`src/rtl/blkcopy_pkg.sv`:
```
package blkcopy_pkg;

    typedef enum logic [2:0] {
        ST_IDLE,
        ST_SET_A,
        ST_SET_B,
        ST_SET_C,
        ST_RD,
        ST_WR,
        ST_UPD,
        ST_TEAR
    } blk_state_e;

    localparam logic [1:0] SPC_MEM = 2'd0;
    localparam logic [1:0] SPC_IIO = 2'd1;
    localparam logic [1:0] SPC_EIO = 2'd2;

    localparam int DUR_SET_A = 2;
    localparam int DUR_SET_B = 2;
    localparam int DUR_SET_C = 1;
    localparam int DUR_RD    = 2;
    localparam int DUR_WR    = 3;
    localparam int DUR_UPD   = 2;
    localparam int DUR_TEAR  = 1;
    localparam int EXTRA_IIO = 1;
    localparam int EXTRA_EIO = 2;

    function automatic logic [1:0] space_of(input logic [1:0] pfx);
        case (pfx)
            2'd1:    return SPC_IIO;
            2'd2:    return SPC_EIO;
            default: return SPC_MEM;
        endcase
    endfunction

endpackage

```
`src/rtl/blkcopy_step.sv`:
```
module blkcopy_step #(
    parameter int AW = 16
) (
    input  logic [1:0]    mode,
    input  logic [AW-1:0] bc,
    input  logic [AW-1:0] de,
    input  logic [AW-1:0] hl,
    output logic [AW-1:0] bc_nx,
    output logic [AW-1:0] de_nx,
    output logic [AW-1:0] hl_nx,
    output logic          more
);
    localparam logic [AW-1:0] ONE = AW'(1);

    logic dec;
    logic src_steps;

    assign dec       = mode[0];
    assign src_steps = mode[1];

    always_comb begin
        bc_nx = bc - ONE;
        de_nx = dec ? (de - ONE) : (de + ONE);
        if (src_steps) begin
            hl_nx = dec ? (hl - ONE) : (hl + ONE);
        end else begin
            hl_nx = hl;
        end
        more = (bc_nx != '0);
    end
endmodule

```
`src/rtl/blkcopy_phase.sv`:
```
module blkcopy_phase #(
    parameter int PH_W = 4
) (
    input  logic            clk,
    input  logic            rst_n,
    input  logic            load,
    input  logic [PH_W-1:0] load_val,
    input  logic            stall,
    output logic            expire
);
    logic [PH_W-1:0] cnt_q;

    assign expire = (cnt_q == '0) && !stall;

    always_ff @(posedge clk) begin
        if (!rst_n) begin
            cnt_q <= '0;
        end else if (load) begin
            cnt_q <= load_val;
        end else if (!stall && cnt_q != '0) begin
            cnt_q <= cnt_q - PH_W'(1);
        end
    end
endmodule

```
`src/rtl/blkcopy_engine.sv`:
```
module blkcopy_engine
    import blkcopy_pkg::*;
#(
    parameter int AW     = 16,
    parameter int DW     = 8,
    parameter int WAIT_W = 3
) (
    input  logic              clk,
    input  logic              rst_n,
    input  logic              start,
    input  logic [1:0]        mode,
    input  logic [1:0]        prefix,
    input  logic [AW-1:0]     instr_pc,
    input  logic [AW-1:0]     bc_in,
    input  logic [AW-1:0]     de_in,
    input  logic [AW-1:0]     hl_in,
    input  logic [WAIT_W-1:0] io_wait_cfg,
    input  logic              irq,
    output logic              rd_strb,
    output logic              wr_strb,
    output logic [AW-1:0]     bus_addr,
    output logic [1:0]        bus_space,
    output logic [DW-1:0]     wdata,
    input  logic [DW-1:0]     rdata,
    input  logic              bus_wait,
    output logic              busy,
    output logic              done,
    output logic              irq_ack,
    output logic [AW-1:0]     bc_out,
    output logic [AW-1:0]     de_out,
    output logic [AW-1:0]     hl_out,
    output logic              vflag,
    output logic [AW-1:0]     resume_pc
);
    localparam int MAX_PH = DUR_RD + EXTRA_EIO + (1 << WAIT_W) - 1;
    localparam int PH_W   = $clog2(MAX_PH + 1);

    blk_state_e      state_q, state_nx;
    logic [AW-1:0]   bc_q, de_q, hl_q, pc_q, rpc_q;
    logic [1:0]      mode_q, space_q;
    logic [DW-1:0]   byte_q;
    logic            v_q, done_q, ack_q;
    logic [AW-1:0]   bc_nx, de_nx, hl_nx;
    logic            more;
    logic            expire, stall, t_load;
    logic [PH_W-1:0] dur, t_val;

    blkcopy_step #(.AW(AW)) u_step (
        .mode  (mode_q),
        .bc    (bc_q),
        .de    (de_q),
        .hl    (hl_q),
        .bc_nx (bc_nx),
        .de_nx (de_nx),
        .hl_nx (hl_nx),
        .more  (more)
    );

    assign stall  = bus_wait && (state_q == ST_RD || state_q == ST_WR);
    assign t_load = (state_q == ST_IDLE) ? start : expire;
    assign t_val  = dur - PH_W'(1);

    blkcopy_phase #(.PH_W(PH_W)) u_phase (
        .clk      (clk),
        .rst_n    (rst_n),
        .load     (t_load),
        .load_val (t_val),
        .stall    (stall),
        .expire   (expire)
    );

    // Next-state and phase-duration selection
    always_comb begin
        state_nx = state_q;
        unique case (state_q)
            ST_IDLE:  if (start)  state_nx = ST_SET_A;
            ST_SET_A: if (expire) state_nx = ST_SET_B;
            ST_SET_B: if (expire) state_nx = ST_SET_C;
            ST_SET_C: if (expire) state_nx = (bc_q != '0) ? ST_RD : ST_TEAR;
            ST_RD:    if (expire) state_nx = ST_WR;
            ST_WR:    if (expire) state_nx = ST_UPD;
            ST_UPD: begin
                if (expire) begin
                    if (!more)    state_nx = ST_TEAR;
                    else if (irq) state_nx = ST_IDLE;
                    else          state_nx = ST_RD;
                end
            end
            ST_TEAR:  if (expire) state_nx = ST_IDLE;
            default:  state_nx = ST_IDLE;
        endcase

        unique case (state_nx)
            ST_SET_A: dur = PH_W'(DUR_SET_A);
            ST_SET_B: dur = PH_W'(DUR_SET_B);
            ST_SET_C: dur = PH_W'(DUR_SET_C);
            ST_RD: begin
                if (space_q == SPC_IIO)
                    dur = PH_W'(DUR_RD + EXTRA_IIO);
                else if (space_q == SPC_EIO)
                    dur = PH_W'(DUR_RD + EXTRA_EIO) + PH_W'(io_wait_cfg);
                else
                    dur = PH_W'(DUR_RD);
            end
            ST_WR:    dur = PH_W'(DUR_WR);
            ST_UPD:   dur = PH_W'(DUR_UPD);
            ST_TEAR:  dur = PH_W'(DUR_TEAR);
            default:  dur = PH_W'(1);
        endcase
    end

    // State register
    always_ff @(posedge clk) begin
        if (!rst_n) state_q <= ST_IDLE;
        else        state_q <= state_nx;
    end

    // Working registers and output pulses
    always_ff @(posedge clk) begin
        if (!rst_n) begin
            bc_q    <= '0;
            de_q    <= '0;
            hl_q    <= '0;
            pc_q    <= '0;
            rpc_q   <= '0;
            mode_q  <= '0;
            space_q <= SPC_MEM;
            byte_q  <= '0;
            v_q     <= 1'b0;
            done_q  <= 1'b0;
            ack_q   <= 1'b0;
        end else begin
            done_q <= 1'b0;
            ack_q  <= 1'b0;
            if (state_q == ST_IDLE && start) begin
                bc_q    <= bc_in;
                de_q    <= de_in;
                hl_q    <= hl_in;
                pc_q    <= instr_pc;
                mode_q  <= mode;
                space_q <= space_of(prefix);
                v_q     <= 1'b0;
            end
            if (state_q == ST_RD && expire) byte_q <= rdata;
            if (state_q == ST_UPD && expire) begin
                bc_q <= bc_nx;
                de_q <= de_nx;
                hl_q <= hl_nx;
                v_q  <= more;
                if (more && irq) begin
                    ack_q <= 1'b1;
                    rpc_q <= pc_q - ((space_q != SPC_MEM) ? AW'(1) : AW'(0));
                end
            end
            if (state_q == ST_TEAR && expire) done_q <= 1'b1;
        end
    end

    assign rd_strb   = (state_q == ST_RD);
    assign wr_strb   = (state_q == ST_WR);
    assign bus_addr  = (state_q == ST_RD) ? hl_q : de_q;
    assign bus_space = (state_q == ST_RD) ? space_q : SPC_MEM;
    assign wdata     = byte_q;
    assign busy      = (state_q != ST_IDLE);
    assign done      = done_q;
    assign irq_ack   = ack_q;
    assign bc_out    = bc_q;
    assign de_out    = de_q;
    assign hl_out    = hl_q;
    assign vflag     = v_q;
    assign resume_pc = rpc_q;

    assert_strobe_excl_R1: assert property (@(posedge clk) disable iff (!rst_n)
        !(rd_strb && wr_strb));

    assert_wr_mem_R1: assert property (@(posedge clk) disable iff (!rst_n)
        wr_strb |-> (bus_space == SPC_MEM));

    assert_hl_fixed_R2: assert property (@(posedge clk) disable iff (!rst_n)
        (busy && !mode_q[1]) |=> $stable(hl_out));

    assert_done_final_R6: assert property (@(posedge clk) disable iff (!rst_n)
        done |-> (bc_out == '0 && !vflag));

    assert_ack_state_R8: assert property (@(posedge clk) disable iff (!rst_n)
        irq_ack |-> (vflag && bc_out != '0 && !done));

    assert_ack_boundary_R9: assert property (@(posedge clk) disable iff (!rst_n)
        irq_ack |-> ($past(state_q) == ST_UPD));

    assert_wait_hold_R10: assert property (@(posedge clk) disable iff (!rst_n)
        (bus_wait && rd_strb) |=> rd_strb);
endmodule

```
`config.mk`:
```
export PLATFORM = sky130hd
export DESIGN_NAME = blkcopy_engine
export DESIGN_NICKNAME = d
export VERILOG_FILES = /design/src/rtl/blkcopy_pkg.sv /design/src/rtl/blkcopy_step.sv /design/src/rtl/blkcopy_phase.sv /design/src/rtl/blkcopy_engine.sv
export SDC_FILE = /design/constraint.sdc
export NUM_CORES = 1
export LEC_CHECK = 0
export BUFFER_PORTS_ARGS = -buffer_cell sky130_fd_sc_hd__buf_4
export CORE_ASPECT_RATIO = 2
export CORE_UTILIZATION = 45
export DETAILED_ROUTE_END_ITERATION = 12
export GPL_ROUTABILITY_DRIVEN = 1
export GPL_TIMING_DRIVEN = 1
export PLACE_DENSITY = 0.73
export RECOVER_POWER = 50
export SLEW_MARGIN = 20
export SYNTH_ARGS = -nofsm -noshare
export SYNTH_HDL_FRONTEND = slang
export SYNTH_SLANG_ARGS = --single-unit
```
`constraint.sdc`:
```
create_clock -name clk -period 3.83 [get_ports clk]
set_clock_uncertainty 0.15 [all_clocks]
set_input_delay 0.1915 -clock clk [delete_from_list [all_inputs] [get_ports clk]]
set_output_delay 0.1915 -clock clk [all_outputs]
set_load 0.02 [all_outputs]
```
* Yosys cells after proc, flatten, opt, wreduce, memory -nomap -nowiden
Cells that the tools add are included.
Word-level totals: register bits after elaboration 102, input port bits 84, output and inout port bits 96, word-level logic and storage cells 97
Operators by class: add/subtract/negate cells 9, eq/ne operators 17, multiplexer cells 35, reductions and logical operators 23
Operators by type and width (number):
- $mux W16 | 10
- $sub A16 B1 Y16 const B | 3
- $add A16 B1 Y16 const B | 2
- $reduce_bool A16 Y1 | 2
- $mux W3 | 10
- $pmux W3 S8 | 1
- $eq A3 B3 Y1 const B | 7
- $mux W4 | 4
- $sub A16 B1 Y16 | 1
- $pmux W4 S3 | 1
- $eq A3 B2 Y1 const B | 3
- $logic_and A1 B1 Y1 | 8
- $sub A4 B1 Y4 const B | 2
- $eq A3 B1 Y1 const B | 2
- $mux W1 | 6
- $reduce_and A2 Y1 | 3
- $reduce_bool A2 Y1 | 3
- $add A3 B3 Y4 const A | 1
- $eq A2 B1 Y1 const B | 2
- $eq A2 B2 Y1 const B | 2
- $logic_not A4 Y1 | 1
- $mux W2 | 2
- $pmux W2 S2 | 1
- $reduce_bool A4 Y1 | 1
- 6 further kinds | 6

* Longest topological paths before layout
Gate-level depths: netlist of run 1.
depth in word-level cells 12, mapped depth 20, mapped depth without buffers 19

* By module
A second synthesis of run 1 with hierarchy kept.
Second synthesis, totals: cell total of the unflattened synthesis 894, area total of the unflattened synthesis 6774.0 µm²
By module, submodules not included:
- blkcopy_engine | times used 1, cells each 587, area an instance 4523.1 µm², seq. area each 1961.9 µm²
- blkcopy_step | times used 1, cells each 277, area an instance 1979.4 µm², seq. area each 0.0 µm²
- blkcopy_phase | times used 1, cells each 30, area an instance 271.5 µm², seq. area each 80.1 µm²

* Worst setup path before layout of run 1
Ideal clock, no wire load.
path kind register -> register, start point reg bc_q[0], in the netlist bc_out[0], end point reg u_phase.cnt_q[2], library setup time 0.116 ns, data arrival time 4.000 ns, required time 3.564 ns, slack -0.436 ns, cell stages (with the launch flop) 21, buffers on the path 1, clock period less this slack 4.266 ns, path through dfxtp_1 -> inv_1 -> ha_1 -> or4b_1 -> buf_2 -> nor4_4 -> xor2_1 -> nor4b_1 -> nand4_1 -> a31oi_1 -> a221o_1 -> inv_1 -> ha_1 -> o211ai_1 -> o21ai_0 -> and3b_1 -> o31a_1 -> ha_1 -> xnor2_1 -> mux2i_1 -> nor2b_1
Between the ends: longest elaborated chain between the ends 10, elaborated cells between the ends (all ways) 17, classes of those cells add/sub: 2; eq/ne: 5; mux: 7; reduce/logical: 3
Ends and longest elaborated chain:
- start: declaration | line blkcopy_engine.sv:39 | logic [AW-1:0] bc_q, de_q, hl_q, pc_q, rpc_q;
- start signal: assignment | line blkcopy_engine.sv:136 | bc_q <= bc_in;
- start signal: assignment | line blkcopy_engine.sv:146 | bc_q <= bc_nx;
- $sub A16 B1 Y16 | line blkcopy_step.sv:22 | bc_nx = bc - ONE;
- $reduce_bool A16 Y1 | line blkcopy_step.sv:29 | more = (bc_nx != '0);
- $mux W3 | line blkcopy_engine.sv:84 | if (!more) state_nx = ST_TEAR;
- $mux W3 | line blkcopy_engine.sv:83 | if (expire) begin
- $pmux W3 S8 (*) | line blkcopy_engine.sv:75 | unique case (state_q)
- via state_nx[0] | line blkcopy_engine.sv:38 | blk_state_e state_q, state_nx;
- $eq A3 B3 Y1 (tied with other cells) | line blkcopy_engine.sv:93 | unique case (state_nx)
- $reduce_or A3 Y1 (no source line)
- $pmux W4 S3 (*) | line blkcopy_engine.sv:93
- $sub A4 B1 Y4 (*) | line blkcopy_engine.sv:61 | assign t_val = dur - PH_W'(1);
- $mux W4 (*) | line blkcopy_phase.sv:18 | end else if (load) begin
- end signal: assignment | line blkcopy_phase.sv:19 | cnt_q <= load_val;
- end signal: assignment | line blkcopy_phase.sv:21 | cnt_q <= cnt_q - PH_W'(1);
- end: declaration | line blkcopy_phase.sv:11 | logic [PH_W-1:0] cnt_q;
The timed path passes the listed nets; every way through them passes the cells marked *. A chain may end at the register's enable or synchronous reset.

* Final worst setup path of run 1
Ends and elaborated chain as after synthesis.

==> results of run 1 <==
## sequential cells by signal, indices dropped and copies added, names as in the netlist, 2 cells and up
name	flops
bc_out	16
de_out	16
hl_out	16
mode_q	2
pc_q	16
resume_pc	16
space_q	2
state_q	3
u_phase.cnt_q	4
wdata	8
## path summary, 6_finish.rpt
check,start,endpoint,slack (ns)
setup / recovery,bc_out[0],u_phase.cnt_q[2],-0.05
hold / removal,bc_in[9],bc_out[9],0.02
setup reg to reg,bc_out[0],u_phase.cnt_q[2],-0.05
hold reg to reg,pc_q[0],pc_q[0],0.32
## layer usage
layer / GRT usage (%) / vias up
li1: - / 3271
met2: 51.5 / 280
met5: 0 / -
met3: 3.86 / 82
met4: 18.8 / 0
met1: 28.4 / 3256
## cell families after synthesis
| group | count (synthesis) | share of synthesized area [%] |
|---|---|---|
| flip-flops | 102 | 31.8 |
| XOR/XNOR | 40 | 5.45 |
| AO/OA/AOI/OAI | 211 | 23.6 |
| buffers and inverters | 68 | 4.17 |
| multiplexers | 29 | 4.79 |
| AND/OR/NAND/NOR | 292 | 22.8 |
| adder cells (fa/ha/maj) | 37 | 7.44 |
## area by class of cell
class / count / share of cell area [%]
Clock buffer: 10 / 2.83
Clock inverter: 6 / 0.820
Inverter: 24 / 1.05
Multi-Input combinational cell: 609 / 47.1
Sequential cell: 102 / 23.1
Tap cell: 189 / 2.67
Timing Repair Buffer: 275 / 22.4
## placed cells by master (no fill, tap or decap), types with 7 or more instances in the layout
cell	n
a21boi_0	27
inv_1	22
a221oi_1	9
nand3_1	12
clkbuf_1	71
o211a_1	25
nor3_1	19
nor2_1	45
buf_4	154
a21oi_1	33
mux2_2	14
nor4_1	7
clkbuf_16	13
ha_1	32
a21o_1	10
nor2b_1	36
mux2i_1	15
dlygate4sd3_1	45
dfxtp_1	101
and2_1	16
or3_1	7
xnor2_1	22
o21ai_0	38
a22oi_1	17
xor2_1	18
nand3b_1	7
nand2_1	112
## worst reg2reg max path: stages (launching register included)
cell	delay, ns
dfxtp_4	0.36
inv_4	0.05
ha_4	0.12
or4b_4	0.52
nor4_4	0.22
xor2_1	0.13
nor4b_2	0.30
nand4_1	0.20
a31oi_2	0.20
a221o_1	0.19
inv_1	0.05
ha_2	0.17
o211ai_1	0.07
o21ai_1	0.08
and3b_1	0.18
o31a_1	0.30
ha_4	0.18
xnor2_1	0.11
mux2i_1	0.13
nor2b_1	0.06
## what timing repair did
item | in CTS | in global routing
gates resized for setup | 0 | 7
setup endpoints to repair | 3 | 21
pin swaps | 5 | 4
gates cloned | 0 | 4
hold buffers | 45 | 0
buffers inserted | 10 | 1
endpoints found under the hold margin | 44 | 0
## where the power goes
part	switching, mW	internal, mW
combinational	1.09	0.845
sequential	0.164	1.19
clock	0.450	0.558
==> run_results.csv, run 1 <==
group,metric,value,unit
detailed_routing,detailedRoute.firstIterationViolations,369,
worst_setup_path,path_buf_inv,2,
sta,timing_hold_violations_final,0,
sta,worst_pin_slew,0.785,ns
yosys,synth_enable_flop_cells,0,
final_layout,design_area,0.00885,mm^2
global_routing,grt_start_max_net_pins,86,
sta,max_slew_vio_count,0,
detailed_routing,routedWlPerCell,17.4,um
yosys,synthesis.area,0.00642,mm^2
global_routing,globalRoute.totalOverflow,0,
worst_setup_path,cp-start-kind,"flip-flop",
worst_setup_path,cpPeakStageDelay,0.52,ns
worst_setup_path,cp_data_arrival_time,3.98,ns
floorplan,overall_die_area,0.0148,mm^2
worst_setup_path,crit_cells,19,
sta,grt_setup_unrepaired,"true",
final_layout,instances_no_fill,1215,
clocking,clock-sinks,102,
detailed_routing,wl_met2,11.4,mm
detailed_routing,dr_total_vias,6889,
sta,fmax,0.257,GHz
power_and_ir_drop,power_density,486,mW/mm^2
sta,period_share,101,%
yosys,syn_nets,900,
sta,finalSetupViolations,3,
worst_hold_path,kind_of_path_behind_the_tightest_hold_check,"in -> reg",
yosys,yosysWarnings,0,
detailed_routing,top_signal_layer_used,"met4",
detailed_routing,post-route-drc-count,0,
floorplan,floorplan.initialDensity,46.3,%
final_layout,nNetsFinal,1142,
global_routing,grt_pass1_vias,6763,
global_routing,gr-usage-all-layers,27.9,%
detailed_routing,met3_length,1.05,mm
worst_setup_path,critPathKind,"reg -> reg",
flow_run,maxCapViolations,0,
floorplan,floorplan.die.height,171,um
final_layout,layout.core_utilization,63.7,%
sta,holdWs,0.0191,ns
yosys,ys_seq_elements,102,
clocking,htree_levels,3,
sta,setup-tns-final,-0.0945,ns
run_status,violations,"negative setup slack",
clocking,cts.path.max_buffers,2,
yosys,syn_avg_cell_area,8.25,um^2
place,dpl-instance-area,0.00816,mm^2
worst_setup_path,timing.critical_path.mode_cell,"ha_4",
yosys,synth.distinct_cells,62,
worst_setup_path,setup.worst_path.end_class,"flip-flop",
yosys,synth_largest_type_area_fraction,31.8,%
final_layout,sequential_cell_area,0.00205,mm^2
detailed_routing,first_pass_iteration_count_of_the_detailed_router,5,
clocking,cts_buffers,9,
yosys,post-synth-top-count-cell,"nand2_1",
global_routing,antenna_found_initial,0,
worst_hold_path,whs_path_depth,3,
final_layout,areaGrowthSynthToFinish,37.7,%
place,placement.io_buffers,179,
floorplan,coreArea,0.0139,mm^2
final_layout,antenna-diode-count,0,
place,detailedPlacementHpwl,14.7,mm
clocking,path_clk_slew,0.08,ns
yosys,synthesis.instances,779,
worst_setup_path,crit_chain,"inv_4, ha_4, or4b_4, nor4_4, xor2_1, nor4b_2, nand4_1, a31oi_2, a221o_1, inv_1, ha_2, o211ai_1, o21ai_1, and3b_1, o31a_1, ha_4, xnor2_1, mux2i_1, nor2b_1",
detailed_routing,totalWireLength,21.2,mm
place,placed_cells_incl_taps,1141,
worst_setup_path,dominant_delay_contributor_by_cell_family_on_the_critical_path,"simple AND/OR/NAND/NOR gates",
yosys,synth.yosys.seq_area_share,31.8,%
worst_setup_path,worstRegToRegCells,19,
global_routing,grt_pass1_wl,32.1,mm
worst_setup_path,worst_path_max_delay_cell,"or4b_4",
yosys,ys_top_cells_by_count,"112 x nand2_1, 102 x dfxtp_1, 45 x nor2_1, 39 x o21ai_0, 36 x nor2b_1",
detailed_routing,detail_route.wirelength.met1,7.55,mm
floorplan,design.portCount,180,
place,place_congestion,0.923,
sta,setup_ws,-0.0548,ns
final_layout,multiInputGateArea,0.00417,mm^2
clocking,clock-root-buffer,"clkbuf_16",
yosys,fraction_of_synthesis_flops_using_an_asynchronous_set_or_reset_pin,0,%
final_layout,n_fill_cell,1324,
place,pre_cts_slack,-0.192,ns
yosys,yosys-top-cells-area,"dfxtp_1 32%, ha_1 6.8%, nand2_1 6.5%",
clocking,clk_latency,0.36,ns
sta,max-slew-margin-rel,47.7,%
yosys,yosys.area.top_type,"dfxtp_1",
worst_setup_path,crit_fanout,5,
sta,period_minus_slack,3.88,ns
floorplan,floorplan.rows,61,
detailed_routing,via_per_inst,5.67,
power_and_ir_drop,power,4.30,mW
power_and_ir_drop,power.leakage,3.99,nW
detailed_routing,route.antenna.remaining_nets,0,
worst_setup_path,critPathRequiredTime,3.93,ns
floorplan,die_w,86.5,um
power_and_ir_drop,worst_ir_drop_vdd,304,uV
yosys,synth_flop_cell,"dfxtp_1",
clocking,cts_tree,"done",
run_status,run_status,"finished, violations left",
final_layout,final_layout_size_suffix_gt1_share,20.5,%
No activity file was read; power rests on OpenSTA's default activity.
==> run 2, diff against run 1 <==
- BUFFER_PORTS_ARGS: -buffer_cell sky130_fd_sc_hd__buf_4 -> -buffer_cell sky130_fd_sc_hd__buf_2
- PLACE_DENSITY: 0.73 -> 0.7
- clock period: 3.83 -> 4.6 ns (I/O delays scaled with it)
==> run 2 against run 1 <==
The flow now finishes without violations. Critical endpoint unchanged. Critical path type unchanged. Power down 22%. Fmax down 9.0%. Count of clock-buffer cells in the layout unchanged. Final cell count down 4.2%. Via count down 6.0%. Die area unchanged. Register-to-register slack better by 0.39 ns. Global-route usage down 1.8 points. Highest routed layer unchanged. Setup slack better by 0.39 ns. Sequential power down 15%. Clock power down 17%.
==> run_results.csv, run 2 (synthesis gave the netlist of run 1 again) <==
group,metric,value,unit
final_layout,sequential_cell_area,0.00204,mm^2
floorplan,die_w,86.5,um
clocking,path_clk_slew,0.07,ns
clocking,clock-root-buffer,"clkbuf_16",
worst_setup_path,crit_chain,"inv_1, ha_1, or4b_4, nor4_4, xor2_1, nor4b_2, nand4_1, a31oi_2, a221o_1, inv_1, ha_1, o211ai_1, o21ai_0, and3b_1, o31a_1, ha_1, xnor2_1, mux2i_1, nor2b_1",
detailed_routing,detailedRoute.firstIterationViolations,285,
sta,max-slew-margin-rel,11.8,%
worst_setup_path,path_buf_inv,2,
global_routing,grt_pass1_vias,6303,
detailed_routing,via_per_inst,5.57,
final_layout,design_area,0.00803,mm^2
global_routing,globalRoute.totalOverflow,0,
power_and_ir_drop,pwr-share-seq,34.0,%
clocking,cts_buffers,9,
worst_setup_path,critPathKind,"reg -> reg",
place,placement.io_buffers,179,
worst_hold_path,kind_of_path_behind_the_tightest_hold_check,"in -> reg",
detailed_routing,routedWlPerCell,16.4,um
sta,period_minus_slack,4.27,ns
place,dpl-instance-area,0.00748,mm^2
clocking,cts.path.max_buffers,2,
final_layout,layout.cells.most_common,"nand2_1",
power_and_ir_drop,power_frac_comb,41.2,%
clocking,clk_latency,0.35,ns
worst_setup_path,crit_fanout,5,
worst_setup_path,cp_data_arrival_time,4.36,ns
worst_setup_path,cpPeakStageDelay,0.50,ns
detailed_routing,first_pass_iteration_count_of_the_detailed_router,5,
worst_setup_path,cp-start-kind,"flip-flop",
floorplan,floorplan.die.height,171,um
floorplan,coreArea,0.0139,mm^2
sta,setup-tns-final,0,ns
detailed_routing,route.antenna.remaining_nets,0,
flow_run,maxCapViolations,0,
global_routing,grt_pass1_wl,30.0,mm
final_layout,final_layout_size_suffix_gt1_share,16.6,%
worst_setup_path,timing.critical_path.mode_cell,"ha_1",
sta,timing_hold_violations_final,0,
floorplan,floorplan.rows,61,
worst_setup_path,setup.worst_path.end_class,"flip-flop",
clocking,clock-sinks,102,
power_and_ir_drop,power_density,419,mW/mm^2
power_and_ir_drop,power.leakage,3.61,nW
detailed_routing,post-route-drc-count,0,
power_and_ir_drop,worst_ir_drop_vdd,217,uV
power_and_ir_drop,switching_share,39.6,%
sta,fmax,0.234,GHz
worst_setup_path,dominant_delay_contributor_by_cell_family_on_the_critical_path,"simple AND/OR/NAND/NOR gates",
clocking,htree_levels,3,
sta,period_share,92.8,%
power_and_ir_drop,switching_power,1.33,mW
final_layout,multiInputGateArea,0.00415,mm^2
sta,grt_setup_unrepaired,"false",
final_layout,areaGrowthSynthToFinish,25.0,%
floorplan,floorplan.initialDensity,46.3,%
clocking,cts_tree,"done",
sta,worst_pin_slew,1.32,ns
global_routing,antenna_found_initial,2,
detailed_routing,totalWireLength,19.1,mm
power_and_ir_drop,cell_internal_pwr,2.04,mW
worst_setup_path,worst_path_max_delay_cell,"or4b_4",
run_status,run_status,"finished, final reports clean",
detailed_routing,dr_total_vias,6479,
floorplan,overall_die_area,0.0148,mm^2
final_layout,most-common-layout-cells,"111 x nand2_1, 102 x buf_2, 101 x dfxtp_1, 79 x clkbuf_1, 45 x nor2_1",
floorplan,design.portCount,180,
place,detailedPlacementHpwl,13.5,mm
power_and_ir_drop,pwr-share-clk,24.8,%
place,place_congestion,0.952,
global_routing,grt_start_max_net_pins,61,
sta,finalSetupViolations,0,
final_layout,nNetsFinal,1089,
worst_setup_path,critPathRequiredTime,4.69,ns
final_layout,n_fill_cell,1390,
sta,max_slew_vio_count,0,
global_routing,gr-usage-all-layers,26.1,%
-- run 2: changes by cell type in the layout (fill, tap and decap cells not counted), moves of 3 or more --
cell           previous run  this run
buf_2                     0       102
clkbuf_1                 71        79
clkbuf_16                13         9
buf_4                   154        13
ha_1                     32        35
dlygate4sd3_1            45        29
-- run 2: routing by layer --
metal  vias up  GRT usage, %  wire length (um)
li1       3186             -                 -
met1      3059          26.2              6990
met2       178          49.2             10300
met3        56          4.97               925
met4         0          14.0               848
met5         -             0                 0
-- run 2: path summary, 6_finish.rpt --
| kind | slack [ns] | depth (start not counted) | startpoint | end |
|---|---|---|---|---|
| setup / recovery | 0.33 | 19 | bc_out[1] | u_phase.cnt_q[2] |
| setup reg to reg | 0.33 | 19 | bc_out[1] | u_phase.cnt_q[2] |
| hold reg to reg | 0.33 | 2 | pc_q[1] | pc_q[1] |
| hold / removal | 0.01 | 3 | instr_pc[6] | pc_q[6] |
-- run 2: cell type report --
class,instances,share of cell area [%]
clock buffer,10,2.85
timing repair buffer,222,14.8
sequential,102,25.4
clock inverter,6,1.17
antenna,2,0.0623
inverter,24,1.12
tap,189,2.94
multi-input combinational,609,51.6
-- run 2: timing repair --
item	CTS	global route
hold buffers	29	0
resized for setup	0	6
endpoints found under the setup margin	0	2
hold endpoints to repair	29	0
buffers inserted	0	2
-- run 2: metrics by stage --
step / total power, mW / hold slack [ns] / std cells / utilization (%) / worst slack, ns
CTS: 3.39 / 0.00261 / 1160 / 58.2 / 0.160
finish: 3.37 / 0.0144 / 1164 / 57.8 / 0.333
floorplan: 2.13 / 0.225 / 779 / - / 0.334
detailed placement: 2.52 / 0.327 / 1115 / 53.8 / 0.193
global route: 3.61 / 0.00948 / 1164 / 57.8 / 0.0200
global placement: 2.51 / 0.307 / 1115 / 53.8 / 0.294
-- run 2: power by group through the flow --
stage | combinational [mW] | clock (mW) | sequential (mW)
2_1_floorplan | 0.941 | 0 | 1.19
3_3_place_gp | 1.35 | 0 | 1.16
3_5_place_dp | 1.36 | 0 | 1.16
4_1_cts | 1.38 | 0.860 | 1.14
5_1_grt | 1.55 | 0.898 | 1.16
6_report | 1.39 | 0.835 | 1.15
-- run 2: worst min-delay path, stage by stage --
cell and delay [ns]:
buf_2 0.12, nand2_1 0.05, a21boi_0 0.06
